[config.mk]
export PLATFORM = sky130hd
export DESIGN_NAME = stereo_serial_tx
export DESIGN_NICKNAME = d
export VERILOG_FILES = /design/src/rtl/sstx_pkg.sv /design/src/rtl/sstx_edge_sync.sv /design/src/rtl/sstx_pair_buf.sv /design/src/rtl/sstx_shifter.sv /design/src/rtl/stereo_serial_tx.sv
export SDC_FILE = /design/constraint.sdc
export NUM_CORES = 1
export LEC_CHECK = 0
export BUFFER_PORTS_ARGS = -buffer_cell sky130_fd_sc_hd__buf_2
export CORE_ASPECT_RATIO = 1.4
export CORE_MARGIN = 4
export CORE_UTILIZATION = 50
export CTS_CLUSTER_SIZE = 10
export DETAILED_ROUTE_END_ITERATION = 8
export GPL_ROUTABILITY_DRIVEN = 0
export PLACE_DENSITY = 0.72
export SLEW_MARGIN = 40
export SYNTH_ARGS = -nofsm -noshare
export SYNTH_HDL_FRONTEND = slang
export SYNTH_HIERARCHICAL = 1
export SYNTH_SLANG_ARGS = --single-unit
[constraint.sdc]
create_clock -name clk -period 2.3 [get_ports clk]
set_clock_uncertainty 0.15 [all_clocks]
set_input_delay 0 -clock clk [delete_from_list [all_inputs] [get_ports clk]]
set_output_delay 0 -clock clk [all_outputs]
set_load 0.01 [all_outputs]
[src/rtl/sstx_pkg.sv]
package sstx_pkg;
  typedef enum logic {
    TRIG_WCLK = 1'b0,
    TRIG_LR   = 1'b1
  } trig_e;

  localparam int unsigned LINE_BCLK = 0;
  localparam int unsigned LINE_WCLK = 1;
  localparam int unsigned LINE_LR   = 2;
  localparam int unsigned LINE_CNT  = 3;
endpackage

[src/rtl/sstx_edge_sync.sv]
module sstx_edge_sync #(
  parameter int N      = 3,
  parameter int STAGES = 2
) (
  input  logic         clk,
  input  logic         rst,
  input  logic [N-1:0] async_in,
  output logic [N-1:0] level,
  output logic [N-1:0] rise,
  output logic [N-1:0] fall
);
  for (genvar i = 0; i < N; i++) begin : g_line
    logic [STAGES-1:0] chain_q;
    logic              prev_q;
    always_ff @(posedge clk) begin
      if (rst) begin
        chain_q <= '0;
        prev_q  <= 1'b0;
      end else begin
        chain_q <= {chain_q[STAGES-2:0], async_in[i]};
        prev_q  <= chain_q[STAGES-1];
      end
    end
    assign level[i] = chain_q[STAGES-1];
    assign rise[i]  = chain_q[STAGES-1] & ~prev_q;
    assign fall[i]  = ~chain_q[STAGES-1] & prev_q;
  end
endmodule

[src/rtl/sstx_pair_buf.sv]
module sstx_pair_buf #(
  parameter int W = 24
) (
  input  logic         clk,
  input  logic         rst,
  input  logic         in_valid,
  output logic         in_ready,
  input  logic [W-1:0] in_left,
  input  logic [W-1:0] in_right,
  input  logic         frame,
  input  logic         chan_left,
  output logic [W-1:0] word
);
  logic         full_q;
  logic [W-1:0] hold_l_q, hold_r_q, live_l_q, live_r_q;

  assign in_ready = ~full_q;

  always_ff @(posedge clk) begin
    if (rst) begin
      full_q   <= 1'b0;
      hold_l_q <= '0;
      hold_r_q <= '0;
      live_l_q <= '0;
      live_r_q <= '0;
    end else begin
      if (frame && chan_left) begin
        if (full_q) begin
          live_l_q <= hold_l_q;
          live_r_q <= hold_r_q;
        end
        full_q <= 1'b0;
      end
      if (in_valid && !full_q) begin
        hold_l_q <= in_left;
        hold_r_q <= in_right;
        full_q   <= 1'b1;
      end
    end
  end

  always_comb begin
    if (chan_left) word = full_q ? hold_l_q : live_l_q;
    else           word = live_r_q;
  end

  // an accepted pair fills the buffer, so ready drops next cycle
  a_r9_ready_drops: assert property (@(posedge clk) disable iff (rst)
    (in_valid && in_ready) |=> !in_ready);
endmodule

[src/rtl/sstx_shifter.sv]
module sstx_shifter #(
  parameter int W = 24
) (
  input  logic                     clk,
  input  logic                     rst,
  input  logic                     frame,
  input  logic                     launch,
  input  logic                     msb_dly,
  input  logic [$clog2(W+1)-1:0]   len,
  input  logic [W-1:0]             word,
  output logic                     ser_data
);
  localparam int CW = $clog2(W+1);

  logic [W-1:0]  sh_q, sh_n, f_sh;
  logic [CW-1:0] cnt_q, cnt_n, f_cnt;
  logic          skip_q, skip_n, f_skip;
  logic          data_q, data_n;

  always_comb begin
    f_sh   = sh_q;
    f_cnt  = cnt_q;
    f_skip = skip_q;
    if (frame) begin
      f_sh   = word;
      f_cnt  = len;
      f_skip = msb_dly;
    end
    sh_n   = f_sh;
    cnt_n  = f_cnt;
    skip_n = f_skip;
    data_n = data_q;
    if (launch) begin
      if (f_skip) begin
        skip_n = 1'b0;
        data_n = 1'b0;
      end else if (f_cnt != '0) begin
        data_n = f_sh[W-1];
        sh_n   = f_sh << 1;
        cnt_n  = f_cnt - 1'b1;
      end else begin
        data_n = 1'b0;
      end
    end
  end

  always_ff @(posedge clk) begin
    if (rst) begin
      sh_q   <= '0;
      cnt_q  <= '0;
      skip_q <= 1'b0;
      data_q <= 1'b0;
    end else begin
      sh_q   <= sh_n;
      cnt_q  <= cnt_n;
      skip_q <= skip_n;
      data_q <= data_n;
    end
  end

  assign ser_data = data_q;

  // the line moves only right after a launch edge
  a_r11_moves_on_launch: assert property (@(posedge clk) disable iff (rst)
    (data_q != $past(data_q)) |-> $past(launch));
  // an exhausted word leaves the line low
  a_r8_idle_low: assert property (@(posedge clk) disable iff (rst)
    (launch && !frame && !skip_q && cnt_q == '0) |=> !data_q);
  // the delayed start emits a zero first
  a_r6_delay_gap: assert property (@(posedge clk) disable iff (rst)
    (frame && msb_dly && launch) |=> !data_q);
  // remaining bit count never exceeds the widest word
  a_r3_cnt_bound: assert property (@(posedge clk) disable iff (rst)
    cnt_q <= CW'(W));
endmodule

[src/rtl/stereo_serial_tx.sv]
module stereo_serial_tx #(
  parameter int W       = 24,
  parameter int MIN_LEN = 4,
  parameter int STAGES  = 2
) (
  input  logic                   clk,
  input  logic                   rst,
  input  logic                   cfg_lr_trigger,
  input  logic                   cfg_msb_delay,
  input  logic                   cfg_bclk_invert,
  input  logic [$clog2(W+1)-1:0] cfg_word_len,
  input  logic                   s_valid,
  output logic                   s_ready,
  input  logic [W-1:0]           s_left,
  input  logic [W-1:0]           s_right,
  input  logic                   ser_bclk,
  input  logic                   ser_wclk,
  input  logic                   ser_lrclk,
  output logic                   ser_data
);
  import sstx_pkg::*;
  localparam int LW = $clog2(W+1);

  logic [LINE_CNT-1:0] lines, lvl, rise, fall;
  logic                launch, frame, chan_left;
  logic [LW-1:0]       len_c;
  logic [W-1:0]        word;
  trig_e               trig;

  always_comb begin
    lines            = '0;
    lines[LINE_BCLK] = ser_bclk;
    lines[LINE_WCLK] = ser_wclk;
    lines[LINE_LR]   = ser_lrclk;
  end

  sstx_edge_sync #(.N(LINE_CNT), .STAGES(STAGES)) u_sync (
    .clk(clk), .rst(rst), .async_in(lines),
    .level(lvl), .rise(rise), .fall(fall)
  );

  assign trig      = trig_e'(cfg_lr_trigger);
  assign launch    = cfg_bclk_invert ? rise[LINE_BCLK] : fall[LINE_BCLK];
  assign frame     = (trig == TRIG_LR) ? (rise[LINE_LR] | fall[LINE_LR])
                                       : rise[LINE_WCLK];
  assign chan_left = lvl[LINE_LR];

  always_comb begin
    if (cfg_word_len < LW'(MIN_LEN))  len_c = LW'(MIN_LEN);
    else if (cfg_word_len > LW'(W))   len_c = LW'(W);
    else                              len_c = cfg_word_len;
  end

  sstx_pair_buf #(.W(W)) u_buf (
    .clk(clk), .rst(rst), .in_valid(s_valid), .in_ready(s_ready),
    .in_left(s_left), .in_right(s_right),
    .frame(frame), .chan_left(chan_left), .word(word)
  );

  sstx_shifter #(.W(W)) u_shift (
    .clk(clk), .rst(rst), .frame(frame), .launch(launch),
    .msb_dly(cfg_msb_delay), .len(len_c), .word(word), .ser_data(ser_data)
  );

  // in word-clock mode a lone left/right change never loads a word
  a_r5_lr_ignored: assert property (@(posedge clk) disable iff (rst)
    (trig == TRIG_WCLK && !rise[LINE_WCLK]) |-> !frame);
endmodule

==> After elaboration in Yosys (flattened, before gate mapping) <==
Index checks and enable logic that the tools add are counted.
{ "word_totals": {"output_inout_bits": 2, "register_bits": 137, "in_bits": 62, "word_cells": 56} }
{ "op_classes": {"reduce_logical": 7, "add_sub_neg": 1, "mux": 19, "bitwise_logic": 12, "order_cmp": 2} }
{ "ops": {"columns": ["op", "n"], "rows": [
  ["$mux W24", 6],
  ["$mux W5", 6],
  ["$mux W1", 7],
  ["$not A1 Y1", 6],
  ["$and A1 B1 Y1", 5],
  ["$gt A5 B5 Y1 const B", 1],
  ["$lt A5 B3 Y1 const B", 1],
  ["$reduce_bool A5 Y1", 1],
  ["$sub A5 B1 Y5 const B", 1],
  ["$logic_and A1 B1 Y1", 2],
  ["$reduce_and A2 Y1", 1],
  ["$reduce_bool A2 Y1", 1],
  ["$reduce_or A2 Y1", 1],
  ["$logic_not A1 Y1", 1],
  ["$or A1 B1 Y1", 1]
]} }

==> Longest topological paths before layout <==
{ "logic_depth": {"word_depth": 9, "depth_mapped": 11, "mapped_depth_nobuf": 8} }

==> By module <==
Netlist, hierarchy kept.
{ "by_module_without_submodules": {"columns": ["mod", "area_per_inst_um2", "cells_each", "n_inst"], "rows": [
  ["sstx_pair_buf", 3844.9, 504, 1],
  ["sstx_shifter", 1666.6, 173, 1],
  ["sstx_edge_sync", 296.5, 27, 1],
  ["stereo_serial_tx", 71.3, 13, 1]
]} }

==> Worst setup path after synthesis <==
Ideal clock, no wire load.
{ "synth_timing": {"path_type": "register to register", "start": "reg u_sync.g_line[2].chain_q[1]", "end": "reg u_shift.sh_q[2]", "arrival_ns": 2.090, "path_slack_ns": -0.072, "required_ns": 2.019, "setup_ns": 0.131, "stages_incl_launch_ff": 12, "path_cell_list": "dfxtp_1 nor2b_1 nor2_1 a21oi_1 buf_6 buf_6 mux2i_4 ha_1 o211ai_4 buf_2 a21oi_1 nor3_2"} }
{ "synth_rtl": {"columns": ["element", "line", "source"], "rows": [
  ["start: declaration", "sstx_edge_sync.sv:13", "logic [STAGES-1:0] chain_q;"],
  ["start signal: assignment", "sstx_edge_sync.sv:20", "chain_q <= {chain_q[STAGES-2:0], async_in[i]};"],
  ["$and A1 B1 Y1 *", "sstx_edge_sync.sv:25", "assign rise[i] = chain_q[STAGES-1] & ~prev_q;"],
  ["via rise[2]", "stereo_serial_tx.sv:24", "logic [LINE_CNT-1:0] lines, lvl, rise, fall;"],
  ["$or A1 B1 Y1 *", "stereo_serial_tx.sv:44", "assign frame = (trig == TRIG_LR) ? (rise[LINE_LR] | fall[LINE_LR])"],
  ["$mux W1 *", "stereo_serial_tx.sv:44", null],
  ["via frame", "stereo_serial_tx.sv:25", "logic launch, frame, chan_left;"],
  ["$mux W5", "sstx_shifter.sv:24", "if (frame) begin"],
  ["$reduce_bool A5 Y1", "sstx_shifter.sv:37", "end else if (f_cnt != '0) begin"],
  ["$mux W24", "sstx_shifter.sv:37", null],
  ["$mux W24", "sstx_shifter.sv:34", "if (f_skip) begin"],
  ["$mux W24 *", "sstx_shifter.sv:33", "if (launch) begin"],
  ["end signal: assignment", "sstx_shifter.sv:54", "sh_q <= sh_n;"],
  ["end: declaration", "sstx_shifter.sv:15", "logic [W-1:0] sh_q, sh_n, f_sh;"]
]} }
The timed path passes the listed nets; every way through them passes the cells marked *.
A chain may end at the register's enable or synchronous reset.

==> Final worst setup path <==
{ "layout_timing": {"start": "reg u_sync.g_line[2].prev_q", "end": "reg u_shift.sh_q[15]"} }
{ "layout_rtl": {"columns": ["element", "line", "source"], "rows": [
  ["start: declaration", "sstx_edge_sync.sv:14", "logic prev_q;"],
  ["start signal: assignment", "sstx_edge_sync.sv:21", "prev_q <= chain_q[STAGES-1];"],
  ["$and A1 B1 Y1 *", "sstx_edge_sync.sv:26", "assign fall[i] = ~chain_q[STAGES-1] & prev_q;"],
  ["via fall[2]", "stereo_serial_tx.sv:24", null],
  ["$or A1 B1 Y1 *", "stereo_serial_tx.sv:44", null],
  ["$mux W1 *", "stereo_serial_tx.sv:44", null],
  ["via frame", "stereo_serial_tx.sv:25", null],
  ["$mux W5", "sstx_shifter.sv:24", null],
  ["$reduce_bool A5 Y1", "sstx_shifter.sv:37", null],
  ["$mux W24", "sstx_shifter.sv:37", null],
  ["$mux W24", "sstx_shifter.sv:34", null],
  ["$mux W24 *", "sstx_shifter.sv:33", null]
]} }
Marked as above.

==> results.py <==
metrics = {
    "status": {
        "outcome": "complete, no violations",
    },
    "placed_design": {
        "pre_cts_ws_ns": 0.0265,
        "placed_cells": 881,
        "detailed_place_hpwl_mm": 8.66,
        "dpl-instance-area_um2": 6260,
        "port_buffers": 63,
    },
    "cts": {
        "cts_made_buffers": 17,
        "clkSinkCount": 137,
        "cts_htree_levels": 4,
        "cts.path.max_buffers": 2,
        "clk_latency_ns": 0.42,
        "clkTransAtPathRegs_ns": 0.06,
        "cts_root_buf": "clkbuf_16",
        "cts_tree": "yes",
    },
    "min_path": {
        "hold_depth": 5,
        "min_path_type": "in -> reg",
        "holdPathEnd": "u_shift/cnt_q[2]",
        "holdCritStartpoint": "cfg_word_len[2]",
    },
    "cells_and_area": {
        "regArea_um2": 2750,
        "stdcell_count": 993,
        "antenna_cells": 0,
        "multi_input_area_um2": 2830,
        "area_delta_synth_final_pct": 32.1,
        "layout.nets": 899,
        "layout-drive-gt1-share_pct": 19.2,
        "finish.utilization_pct": 67.9,
        "n_fill_cell": 890,
        "design_area_um2": 7740,
    },
    "worst_setup_path": {
        "cp_max_fo": 11,
        "rrSetupSlack_ns": 0.03,
        "r2r-start": "u_sync/g_line[2].prev_q",
        "critPathLaunchType": "register",
        "critPathCaptureType": "register",
        "cp_data_arrival_time_ns": 2.45,
        "worstPathRequired_ns": 2.48,
        "r2r_end": "u_shift/sh_q[15]",
        "reg2reg_depth": 10,
        "worstSetupPathType": "reg -> reg",
        "crit_start": "u_sync/g_line[2].prev_q",
    },
    "sta": {
        "setup_violations": 0,
        "fmax_ghz": 0.440,
        "finalMaxSlewViolations": 0,
        "fin_ws_ns": 0.0264,
        "whs_ns": 0.0570,
        "setup_tns_ns": 0,
        "min_period_ns": 2.27,
        "tightest_slew_ns": 0.572,
        "fin_crit_sh_pct": 98.9,
        "relSlewSlack_pct": 61.9,
        "rsz0062_at_grt": "yes",
        "hold_violations": 0,
    },
    "global_route": {
        "grt_start_max_net_pins": 90,
        "antenna_found_initial": 0,
        "grt_pass1_vias": 5107,
        "grt-ovfl-total": 0,
        "grt_first_pass_wirelength_mm": 23.7,
        "grt_util_all_layers_pct": 21.7,
    },
    "detailed_routing": {
        "postRouteAntennaNets": 0,
        "drt_pass1_iterations": 5,
        "met1_length_mm": 6.20,
        "drcViolationCount": 0,
        "viasPerCell": 5.31,
        "via_count": 5272,
        "routed-wl-met3_um": 514,
        "wl_per_cell_um": 14.7,
        "route.met2.wl_mm": 7.60,
        "drtIter0Drc": 380,
        "drt_wl_total_mm": 14.6,
        "highest_layer": "met4",
    },
    "floorplan": {
        "die-area_um2": 13500,
        "rows": 46,
        "ioPinCount": 64,
        "die_x_um": 99.5,
        "initial_core_util_pct": 51.4,
        "die_h_um": 136,
        "core_area_um2": 11400,
    },
    "synth": {
        "synthCells": 714,
        "syn_avg_cell_area_um2": 8.20,
        "syn_area_um2": 5860,
        "yosysWarnings": 6,
        "syn_nets": 777,
    },
    "pwr": {
        "pwr-share-comb_pct": 13.0,
        "pwr-share-seq_pct": 41.8,
        "p_sw_mw": 1.43,
        "power.total_mw": 6.02,
        "p_sw_share_pct": 23.7,
        "pwr-share-clk_pct": 45.2,
        "vdd_ir_drop_max_v": 0.000509,
        "intPower_mw": 4.60,
        "power_density_nw_per_um2": 778,
        "p_leak_nw": 2.99,
    },
    "flow_run": {
        "cap_violations": 0,
    },
}
## registers in the layout, indices dropped and copies added, names as in the netlist
signal	cells
u_shift/cnt_q	5
u_shift/sh_q	24
u_buf/hold_r_q	24
u_buf/full_q	1
u_buf/hold_l_q	24
u_shift/ser_data	1
u_shift/skip_q	1
u_sync/g_line.prev_q	3
u_buf/live_r_q	24
u_sync/g_line.chain_q	6
u_buf/live_l_q	24
## routing by layer
layer	track usage [%]	up-vias
li1	-	2641
met4	7.90	0
met5	0	-
met3	5.03	23
met2	37.7	120
met1	26.0	2488
## power groups by stage
stage / Sequential [mW] / Combinational (mW) / Clock [mW]
after global routing: 2.52 / 0.847 / 2.85
after CTS: 2.51 / 0.708 / 2.76
after global placement: 2.56 / 0.588 / 0
after floorplan: 2.55 / 0.451 / 0
final: 2.52 / 0.782 / 2.72
after detailed placement: 2.56 / 0.606 / 0
## cell type report
cell class / count / area share, %
Clock buffer: 26 / 6.58
Clock inverter: 6 / 1.12
Inverter: 3 / 0.146
Multi-Input combinational cell: 515 / 36.6
Sequential cell: 137 / 35.5
Tap cell: 144 / 2.33
Timing Repair Buffer: 162 / 17.8
## repair_timing
action,CTS,global route
gates cloned,0,3
hold endpoints to repair,81,0
setup endpoints to repair,3,93
setup buffers,1,3
pin swaps,0,4
hold buffers,73,0
resized for setup,0,15
## critical path, stage by stage (launching register included)
cell,delay [ns]
dfxtp_2,0.35
nor2b_4,0.15
nor2_2,0.06
a21oi_4,0.19
buf_12,0.16
mux2i_4,0.27
ha_4,0.21
o211a_4,0.23
clkbuf_16,0.17
nor3_1,0.05
nor3_1,0.17
## worst max-delay path by stage
stage	to	cells past startpoint
3_3_place_gp	u_shift/sh_q[5]	10
6_report	u_shift/sh_q[15]	10
2_1_floorplan	u_shift/sh_q[2]	11
4_1_cts	u_shift/sh_q[22]	10
3_5_place_dp	u_shift/sh_q[22]	10
5_1_grt	u_buf/live_r_q[2]	9
## cells in the final DEF, fill, tap and decap left out, types with 3 or more instances in the layout
cell / count
nor2b_4: 3
clkbuf_1: 4
buf_2: 62
buf_12: 5
clkbuf_16: 20
mux2_2: 24
inv_1: 3
nand2_1: 194
mux2i_1: 27
dfxtp_1: 135
buf_4: 16
nor3_1: 47
and3_1: 3
a21oi_1: 144
nor2b_1: 11
clkbuf_8: 5
nor2_1: 27
nand3_1: 4
dlygate4sd3_1: 73
nor3_2: 3
No activity file was read; power rests on OpenSTA's default activity.
